[src/rtl/lu_pkg.sv]
package lu_pkg;
  typedef enum logic [1:0] {
    AM_IMM = 2'b00,
    AM_DIR = 2'b01,
    AM_IND = 2'b10,
    AM_REG = 2'b11
  } amode_t;

  typedef enum logic [2:0] {
    S_IDLE,
    S_OPC,
    S_FLD,
    S_PTR,
    S_OPD,
    S_EXEC
  } lu_state_t;

  typedef enum logic [1:0] {
    LD_FIELD,
    LD_REG,
    LD_MEM
  } ld_src_t;

  // state that follows the last byte of a three-byte phase
  function automatic lu_state_t after_phase(input lu_state_t s);
    case (s)
      S_FLD:   return S_EXEC;
      S_PTR:   return S_OPD;
      default: return S_IDLE;
    endcase
  endfunction
endpackage

[src/rtl/lu_word_asm.sv]
module lu_word_asm #(
  parameter int WORD_W = 24,
  parameter int BYTE_W = 8
) (
  input  logic              clk,
  input  logic              rst,
  input  logic              shift_en,
  input  logic [BYTE_W-1:0] din,
  output logic [WORD_W-1:0] word,
  output logic [WORD_W-1:0] word_next
);
  // little-endian assembly: each new byte enters at the top and moves down
  assign word_next = {din, word[WORD_W-1:BYTE_W]};

  always_ff @(posedge clk) begin
    if (rst)           word <= '0;
    else if (shift_en) word <= word_next;
  end
endmodule

[src/rtl/lu_beat_cnt.sv]
module lu_beat_cnt #(
  parameter int CNT_W = 4
) (
  input  logic             clk,
  input  logic             rst,
  input  logic             clr,
  input  logic             inc,
  output logic [CNT_W-1:0] cnt
);
  always_ff @(posedge clk) begin
    if (rst || clr) cnt <= '0;
    else if (inc)   cnt <= cnt + 1'b1;
  end
endmodule

[src/rtl/lu_ctrl.sv]
module lu_ctrl
  import lu_pkg::*;
#(
  parameter int ADDR_W = 24,
  parameter int WORD_W = 24,
  parameter int NBYTES = 3
) (
  input  logic              clk,
  input  logic              rst,
  input  logic              start,
  input  logic [ADDR_W-1:0] pc,
  input  logic              mem_ready,
  input  logic [2:0]        opc_bits,
  input  logic [WORD_W-1:0] word,
  input  logic [WORD_W-1:0] word_next,
  output logic              mem_rd,
  output logic [ADDR_W-1:0] mem_addr,
  output logic              accept,
  output logic              shift_en,
  output logic              load_en,
  output ld_src_t           load_src,
  output logic              sx
);
  localparam int IDX_W = (NBYTES > 1) ? $clog2(NBYTES) : 1;

  lu_state_t         st;
  amode_t            mode_q;
  logic [ADDR_W-1:0] pc_q;
  logic [ADDR_W-1:0] base;
  logic [IDX_W-1:0]  idx;
  logic              last;
  logic              beat;

  assign last     = (idx == IDX_W'(NBYTES - 1));
  assign mem_rd   = (st == S_OPC) || (st == S_FLD) || (st == S_PTR) || (st == S_OPD);
  assign mem_addr = (st == S_OPC) ? pc_q : base + ADDR_W'(idx);
  assign beat     = mem_rd && mem_ready;
  assign accept   = (st == S_IDLE) && start;
  assign shift_en = beat && (st != S_OPC);
  assign load_en  = ((st == S_EXEC) && ((mode_q == AM_IMM) || (mode_q == AM_REG)))
                 || ((st == S_OPD) && mem_ready && last);
  assign load_src = (st == S_OPD) ? LD_MEM : ((mode_q == AM_REG) ? LD_REG : LD_FIELD);

  always_ff @(posedge clk) begin
    if (rst) begin
      st     <= S_IDLE;
      mode_q <= AM_IMM;
      sx     <= 1'b0;
      pc_q   <= '0;
      base   <= '0;
      idx    <= '0;
    end else begin
      case (st)
        S_IDLE: if (start) begin
          pc_q <= pc;
          st   <= S_OPC;
        end
        S_OPC: if (mem_ready) begin
          mode_q <= amode_t'(opc_bits[1:0]);
          sx     <= opc_bits[2];
          base   <= pc_q + ADDR_W'(1);
          idx    <= '0;
          st     <= S_FLD;
        end
        S_FLD, S_PTR, S_OPD: if (mem_ready) begin
          if (last) begin
            idx <= '0;
            st  <= after_phase(st);
            if (st == S_PTR) base <= word_next[ADDR_W-1:0];
          end else begin
            idx <= idx + 1'b1;
          end
        end
        S_EXEC: begin
          base <= word[ADDR_W-1:0];
          case (mode_q)
            AM_DIR:  st <= S_OPD;
            AM_IND:  st <= S_PTR;
            default: st <= S_IDLE;
          endcase
        end
        default: st <= S_IDLE;
      endcase
    end
  end
endmodule

[src/rtl/acc_load_unit.sv]
module acc_load_unit
  import lu_pkg::*;
#(
  parameter int ADDR_W = 24,
  parameter int BYTE_W = 8,
  parameter int WORD_W = 24,
  parameter int ACC_W  = 24,
  parameter int NREG   = 8,
  localparam int NBYTES = WORD_W / BYTE_W,
  localparam int RSEL_W = (NREG > 1) ? $clog2(NREG) : 1,
  localparam int CNT_W  = $clog2(3 * NBYTES + 2)
) (
  input  logic              clk,
  input  logic              rst,
  input  logic              start,
  input  logic [ADDR_W-1:0] pc,
  output logic              mem_rd,
  output logic [ADDR_W-1:0] mem_addr,
  input  logic [BYTE_W-1:0] mem_rdata,
  input  logic              mem_ready,
  output logic [RSEL_W-1:0] rf_sel,
  input  logic [ACC_W-1:0]  rf_data,
  output logic [ACC_W-1:0]  acc,
  output logic              done,
  output logic [CNT_W-1:0]  bus_bytes
);
  // word to accumulator width, optionally copying the top bit upward
  function automatic logic [ACC_W-1:0] widen(input logic [WORD_W-1:0] w, input logic ext);
    logic [ACC_W-1:0] r;
    r = '0;
    r[WORD_W-1:0] = w;
    for (int i = WORD_W; i < ACC_W; i++) r[i] = ext & w[WORD_W-1];
    return r;
  endfunction

  logic              beat;      // a byte is taken this cycle
  logic              accept;    // start accepted this cycle
  logic              shift_en;
  logic              load_en;   // accumulator written at this edge
  ld_src_t           load_src;
  logic              sx;
  logic [WORD_W-1:0] word;
  logic [WORD_W-1:0] word_next;
  logic [ACC_W-1:0]  load_val;

  assign beat   = mem_rd && mem_ready;
  assign rf_sel = word[RSEL_W-1:0];

  lu_ctrl #(.ADDR_W(ADDR_W), .WORD_W(WORD_W), .NBYTES(NBYTES)) u_ctrl (
    .clk(clk), .rst(rst), .start(start), .pc(pc), .mem_ready(mem_ready),
    .opc_bits(mem_rdata[2:0]), .word(word), .word_next(word_next),
    .mem_rd(mem_rd), .mem_addr(mem_addr), .accept(accept), .shift_en(shift_en),
    .load_en(load_en), .load_src(load_src), .sx(sx)
  );

  lu_word_asm #(.WORD_W(WORD_W), .BYTE_W(BYTE_W)) u_asm (
    .clk(clk), .rst(rst), .shift_en(shift_en), .din(mem_rdata),
    .word(word), .word_next(word_next)
  );

  lu_beat_cnt #(.CNT_W(CNT_W)) u_cnt (
    .clk(clk), .rst(rst), .clr(accept), .inc(beat), .cnt(bus_bytes)
  );

  always_comb begin
    case (load_src)
      LD_REG:  load_val = rf_data;
      LD_MEM:  load_val = widen(word_next, 1'b0);
      default: load_val = widen(word, sx);
    endcase
  end

  always_ff @(posedge clk) begin
    if (rst) begin
      acc  <= '0;
      done <= 1'b0;
    end else begin
      done <= load_en;
      if (load_en) acc <= load_val;
    end
  end
endmodule

[config.mk]
export PLATFORM = sky130hd
export DESIGN_NAME = acc_load_unit
export DESIGN_NICKNAME = d
export VERILOG_FILES = /design/src/rtl/lu_pkg.sv /design/src/rtl/lu_word_asm.sv /design/src/rtl/lu_beat_cnt.sv /design/src/rtl/lu_ctrl.sv /design/src/rtl/acc_load_unit.sv
export SDC_FILE = /design/constraint.sdc
export NUM_CORES = 1
export LEC_CHECK = 0
export BUFFER_PORTS_ARGS = -buffer_cell sky130_fd_sc_hd__buf_2
export CAP_MARGIN = 30
export CORE_MARGIN = 4
export CORE_UTILIZATION = 61
export CTS_CLUSTER_DIAMETER = 80
export DETAILED_ROUTE_END_ITERATION = 10
export PLACE_DENSITY = 0.88
export RECOVER_POWER = 50
export SETUP_SLACK_MARGIN = 0.4
export SLEW_MARGIN = 20
export SYNTH_ARGS = -nofsm -noshare
export SYNTH_HDL_FRONTEND = slang
export SYNTH_HIERARCHICAL = 1
export SYNTH_SLANG_ARGS = --single-unit
[constraint.sdc]
create_clock -name clk -period 6 [get_ports clk]
set_input_delay 0.3 -clock clk [delete_from_list [all_inputs] [get_ports clk]]
set_output_delay 0.3 -clock clk [all_outputs]
set_load 0.005 [all_outputs]
; Yosys cells after proc, flatten, opt, wreduce, memory -nomap -nowiden
; Index checks and enable logic that the tools add are counted.
[totals]
output_inout_bits = 57
rom_bits = 0
reg_bits = 108
latchBits = 0
mem_bits_rw = 0
wordCells = 72
n_memories = 0
[op_classes]
n_div = 0
addsub = 4
n_mux = 20
shift = 0
multipliers = 0
reduce_logical = 22
n_lt_le_gt_ge = 0
bitwise = 0
n_eq_ne = 17
[ops]
columns = op, count
row1 = two-way mux 24 bit, 5
row2 = one-hot mux 24 bit (3 select lines), 1
row3 = one-hot mux 24 bit (2 select lines), 1
row4 = adder 24 x 1 -> 24 bit (second input constant), 1
row5 = adder 24 x 2 -> 24 bit, 1
row6 = two-way mux 3 bit, 4
row7 = one-hot mux 3 bit (2 select lines), 2
row8 = one-hot mux 3 bit (4 select lines), 1
row9 = equality test 2 bit (second input constant), 4
row10 = two-way mux 2 bit, 4
row11 = equality test 3 x 2 -> 1 bit (second input constant), 2
row12 = equality test 3 bit (second input constant), 2
row13 = logical AND 1 bit, 6
row14 = logical OR 1 bit, 6
row15 = != test 2 bit (second input constant), 3
row16 = AND reduction 5 bit, 1
row17 = adder 4 x 1 -> 4 bit (second input constant), 1
row18 = equality test 2 x 1 -> 1 bit (second input constant), 2
row19 = != test 2 x 1 -> 1 bit (second input constant), 2
row20 = one-hot mux 2 bit (2 select lines), 1
row21 = AND reduction 2 bit, 2
row22 = AND reduction 4 bit, 1
row23 = equality test 3 x 1 -> 1 bit (second input constant), 1
row24 = zero test 3 bit, 1
row25 = other kinds (8), 8

; Logic depth before layout (Yosys ltp)
[depth]
ltp_word = 6
mapped_depth = 10

; Hierarchy
; The synthesis kept the hierarchy.
[modules_own_cells]
columns = mod, area_each_um2, n_inst, cells_per_inst
row1 = lu_ctrl, 4132.7, 1, 569
row2 = acc_load_unit, 1317.5, 1, 120
row3 = lu_word_asm, 1049.8, 1, 101
row4 = lu_beat_cnt, 177.7, 1, 17

; Worst setup path before layout
; Ideal clock, no wire load.
[synth_path]
path_kind = reg2out
from = register u_ctrl.idx[0]
to = output port mem_addr[20]
t_required_ns = 5.700
slack_ns = 3.692
path_stages_with_launch = 8
n_path_buf = 0
t_arrival_ns = 2.008
path_cell_list = dfxtp_1 -> ha_1 -> inv_1 -> fa_1 -> or3_1 -> nor4_1 -> xnor2_1 -> o21ai_0
[synth_via]
elab_chain_len = 2
[synth_rtl]
columns = element, line_no
row1 = from (decl), lu_ctrl.sv:30  ; logic [IDX_W-1:0] idx;
row2 = from (signal assigned), lu_ctrl.sv:71  ; idx <= idx + 1'b1;
row3 = adder 24 x 2 -> 24 bit, lu_ctrl.sv:36  ; assign mem_addr = (st == S_OPC) ? pc_q : base + ADDR_W'(idx);
row4 = two-way mux 24 bit, lu_ctrl.sv:36
row5 = to (decl), acc_load_unit.sv:18  ; output logic [ADDR_W-1:0] mem_addr,
; Every way passes these cells.

; Final worst setup path
[layout_path]
from = register u_ctrl.st[1]
to = register u_asm.word[3]
[layout_via]
elab_chain_len = 6
[layout_rtl]
columns = element, line_no
row1 = from (decl), lu_ctrl.sv:26  ; lu_state_t st;
row2 = from (signal assigned), lu_ctrl.sv:68  ; st <= after_phase(st);
row3 = equality test 3 x 1 -> 1 bit or equality test 3 x 2 -> 1 bit (tied branches), lu_ctrl.sv:35  ; assign mem_rd = (st == S_OPC) || (st == S_FLD) || (st == S_PTR) || (st == S_OPD);
row4 = logical OR 1 bit (3 in series), lu_ctrl.sv:35
row5 = logical AND 1 bit, lu_ctrl.sv:37  ; assign beat = mem_rd && mem_ready;
row6 = logical AND 1 bit *, lu_ctrl.sv:39  ; assign shift_en = beat && (st != S_OPC);
row7 = named net shift_en, acc_load_unit.sv:38  ; logic shift_en;
row8 = to (signal assigned), lu_word_asm.sv:17  ; else if (shift_en) word <= word_next;
row9 = to (decl), lu_word_asm.sv:9  ; output logic [WORD_W-1:0] word,
; The timed path passes the listed nets; every way through them passes the cells marked *.
; A chain may end at the register's enable or synchronous reset.

==> impl_summary.log <==
[metrics] status: complete, but fails checks
[metrics] failing checks: capacitance limit, slew limit
[metrics] global-route wire length before repair: 28,810 um
[metrics] die outline height: 112.4 um
[metrics] number of nets in the finished design: 926
[metrics] Iter 0 DRT Violations: 646
[metrics] placement row count: 37
[metrics] type of the worst setup path: reg -> reg
[metrics] final setup violation count: 0
[metrics] fin crit share: 68.75%
[metrics] wire length reported by the detailed router: 18,130 um
[metrics] Worst Path Required: 6.27 ns
[metrics] number of max-slew violations in the final report: 107
[metrics] critical path launch point type: flip-flop
[metrics] count of pins on the block boundary: 117
[metrics] number of antenna violations at the first check in global routing: 0
[metrics] clock-pin slew on the worst setup and hold paths: around 0.12 ns
[metrics] largest delay contributor family on the critical path: buffers and inverters
[metrics] width of the die: between 100 and 150 um
[metrics] Mapped Avg Cell Area: 8.274 sq um
[metrics] Post-CTS Setup Repair Bufs: 0
[metrics] Period minus WS final: 4.125 ns
[metrics] number of nets with antenna violations after detailed routing: 0
[metrics] peak ir drop on the vdd network: between 0.0002 and 0.00025 V
[metrics] number of instances on the worst hold path: 3
[metrics] worst-case headroom to the max-slew limit: -74.20%
[metrics] Reg2Reg Launch Point: u_ctrl/st[1]
[metrics] DRC violations left: 0
[metrics] worst hold path class: in -> reg
[metrics] Filler Cells Inserted: 889
[metrics] initial standard-cell utilization of the core: 63.50%
[metrics] HPWL after detailed placement: 12,280 um
[metrics] number of search-and-repair iterations in the first detailed-routing pass: 5
[metrics] total via count after detailed routing: between 6k and 7k
[metrics] largest clock skew in the final design: between 0.015 and 0.02 ns
[metrics] setup repair after global routing missed its margin: false
[metrics] Ant. Diodes: 0
[metrics] fraction of final layout cells sized beyond drive strength 1: approximately a fifth
[metrics] global-route congestion overflow total: 0
[metrics] post-cts resize count: 0
[metrics] busiest grt layer: met2
[metrics] Post-Syn Nets: between 800 and 900
[metrics] largest incremental delay on the critical path: 1.31 ns
[metrics] final design utilization: 68.57%
[metrics] Achievable Freq: 242.4 MHz
[metrics] Worst Setup End Kind: flip-flop
[metrics] register-to-register path setup slack: 1.87 ns
[metrics] Leak Pwr: 2.697 nW
[metrics] total negative setup slack: 0 ns
[metrics] count of endpoints failing hold in the final timing report: 0
[metrics] buffers from clock root to sink, at most: 2
[metrics] vias in the first global route: 5,882
[metrics] DR WL/cell: 18.18 um
[metrics] Critical Path Sink: u_asm/word[3]
[metrics] power density of the placed cells: between 200 and 250 nW/um^2
[metrics] Port Buffers: 116
[metrics] cts bufs inserted: 9
[metrics] worst reg2reg path depth: 7
[metrics] CP Buf/Inv Count: 2
[metrics] global-route met3 utilization: 4.043%
[metrics] Crit-path slowest cell: sky130_fd_sc_hd__clkbuf_1
[metrics] CTS tree: done
[metrics] cell-by-cell trace of the critical path: nand2b_1 -> nor2_2 -> clkbuf_1 -> nor2_2 -> clkbuf_1 -> mux2i_1 -> nor2_1
[metrics] Syn Inst Count: 803
[metrics] core outline area: approximately 10,000 sq um
[metrics] growth of design area from synthesis to finish: 7.985%
[metrics] H-tree levels: 3
[metrics] R2R Path End: u_asm/word[3]
[metrics] total of hold buffers inserted after clock tree synthesis: 0
[metrics] met2 layer usage reported by global route: a little under half
[metrics] area of the mapped netlist: 6644 sq um
[metrics] Placer Congestion: between 0.8 and 0.9
[metrics] Crit Path Max Fanout: 44
[metrics] cell at the root of the clock tree: sky130_fd_sc_hd__clkbuf_8
[metrics] worst hold slack after final layout: 0.1401 ns
[metrics] number of maximum-capacitance constraint violations: 3
[metrics] all-layer global routing usage: between 20 and 30%
[metrics] full die area: 12,620 sq um
[metrics] Yosys warning count: 6
[metrics] clock latency at the later pin of the worst-skew pair: 0.39 ns
[metrics] Stages on worst setup path: 7
[metrics] GR met1 Demand/Resource: 35.25%
[metrics] Tightest Pin Transition: 2.613 ns
[metrics] timing startpoint of the critical path: u_ctrl/st[1]
[metrics] clock sink total: 108
[metrics] crit path DAT: 4.40 ns
[metrics] pin count of the biggest net entering global routing: 57
[metrics] average via count per standard cell: 6.288
registers in the layout, indices dropped and copies added (netlist names):
| signal | count |
|---|---|
| acc | 24 |
| u_asm/word | 24 |
| u_ctrl/base | 24 |
| u_ctrl/pc_q | 24 |
| u_cnt/cnt | 4 |
| u_ctrl/st | 3 |
| u_ctrl/idx | 2 |
| u_ctrl/mode_q | 2 |
| done | 1 |
worst reg2reg max path, stage by stage, from the launching register on:
cell and delay (ns):
sky130_fd_sc_hd__dfxtp_1 0.93, sky130_fd_sc_hd__nand2b_1 0.26, sky130_fd_sc_hd__nor2_2 0.04, sky130_fd_sc_hd__clkbuf_1 0.70, sky130_fd_sc_hd__nor2_2 0.32, sky130_fd_sc_hd__clkbuf_1 1.31, sky130_fd_sc_hd__mux2i_1 0.37, sky130_fd_sc_hd__nor2_1 0.09
cell usage in the layout, fill, tap and decap left out, types with 3 or more instances in the layout:
cell,count
sky130_fd_sc_hd__o211ai_1,5
sky130_fd_sc_hd__inv_1,20
sky130_fd_sc_hd__mux2i_1,45
sky130_fd_sc_hd__buf_2,101
sky130_fd_sc_hd__clkinv_8,3
sky130_fd_sc_hd__a221oi_1,19
sky130_fd_sc_hd__nor3_2,11
sky130_fd_sc_hd__nand4_1,4
sky130_fd_sc_hd__nand3b_1,3
sky130_fd_sc_hd__a21oi_1,50
sky130_fd_sc_hd__nand2b_1,3
sky130_fd_sc_hd__nand3_1,14
sky130_fd_sc_hd__a31oi_1,5
sky130_fd_sc_hd__buf_4,6
sky130_fd_sc_hd__clkbuf_1,17
sky130_fd_sc_hd__nand2_1,98
sky130_fd_sc_hd__nor2b_1,7
sky130_fd_sc_hd__ha_1,9
sky130_fd_sc_hd__a211oi_1,14
sky130_fd_sc_hd__o21ai_0,32
sky130_fd_sc_hd__or3_1,6
sky130_fd_sc_hd__and4_1,6
sky130_fd_sc_hd__clkbuf_8,9
sky130_fd_sc_hd__a221oi_2,20
sky130_fd_sc_hd__nor2_1,80
sky130_fd_sc_hd__xnor2_1,23
sky130_fd_sc_hd__o22ai_1,23
sky130_fd_sc_hd__nor3_1,40
sky130_fd_sc_hd__dfxtp_1,108
sky130_fd_sc_hd__nor4_1,6
sky130_fd_sc_hd__xor2_1,16
sky130_fd_sc_hd__mux2_2,7
report_power, final:
| group | total (mW) | switching [mW] | internal (mW) |
|---|---|---|---|
| Clock | 0.451 | 0.286 | 0.165 |
| Sequential | 0.826 | 0.0692 | 0.757 |
| Combinational | 0.336 | 0.195 | 0.141 |
worst min path at each step:
| stage | from | to |
|---|---|---|
| after floorplan | rst | u_asm/word[0] |
| after global placement | u_ctrl/pc_q[23] | u_ctrl/pc_q[23] |
| after detailed placement | u_ctrl/base[0] | u_ctrl/base[0] |
| after CTS | pc[8] | u_ctrl/pc_q[8] |
| after global routing | pc[20] | u_ctrl/pc_q[20] |
| final | pc[13] | u_ctrl/pc_q[13] |
layout make-up:
| cell class | count | area, sq um | share of cell area (%) |
|---|---|---|---|
| Multi-Input combinational cell | 591 | 3914 | 54.55 |
| Sequential cell | 108 | 2162 | 30.14 |
| Timing Repair Buffer | 125 | 641.9 | 8.947 |
| Tap cell | 136 | 170.2 | 2.372 |
| Clock buffer | 9 | 123.9 | 1.727 |
| Clock inverter | 7 | 83.83 | 1.168 |
| Inverter | 21 | 78.83 | 1.099 |
through the flow:
stage	worst slack [ns]	power, mW	area, sq um	std cells
2_1_floorplan	3.692	1.070	6644	803
3_3_place_gp	2.452	1.154	6967	979
3_5_place_dp	2.807	1.166	7007	981
4_1_cts	2.764	1.608	7214	997
5_1_grt	1.501	1.676	7174	997
6_report	1.875	1.613	7174	997
layer usage:
layer | share of wire, % | vias to the layer above
met5 | 0 | -
met4 | 4.5 | 0
met3 | 7.9 | 82
met2 | 47 | 320
met1 | 40 | 2901
li1 | - | 2966
Power figures use the tool's default switching activity.
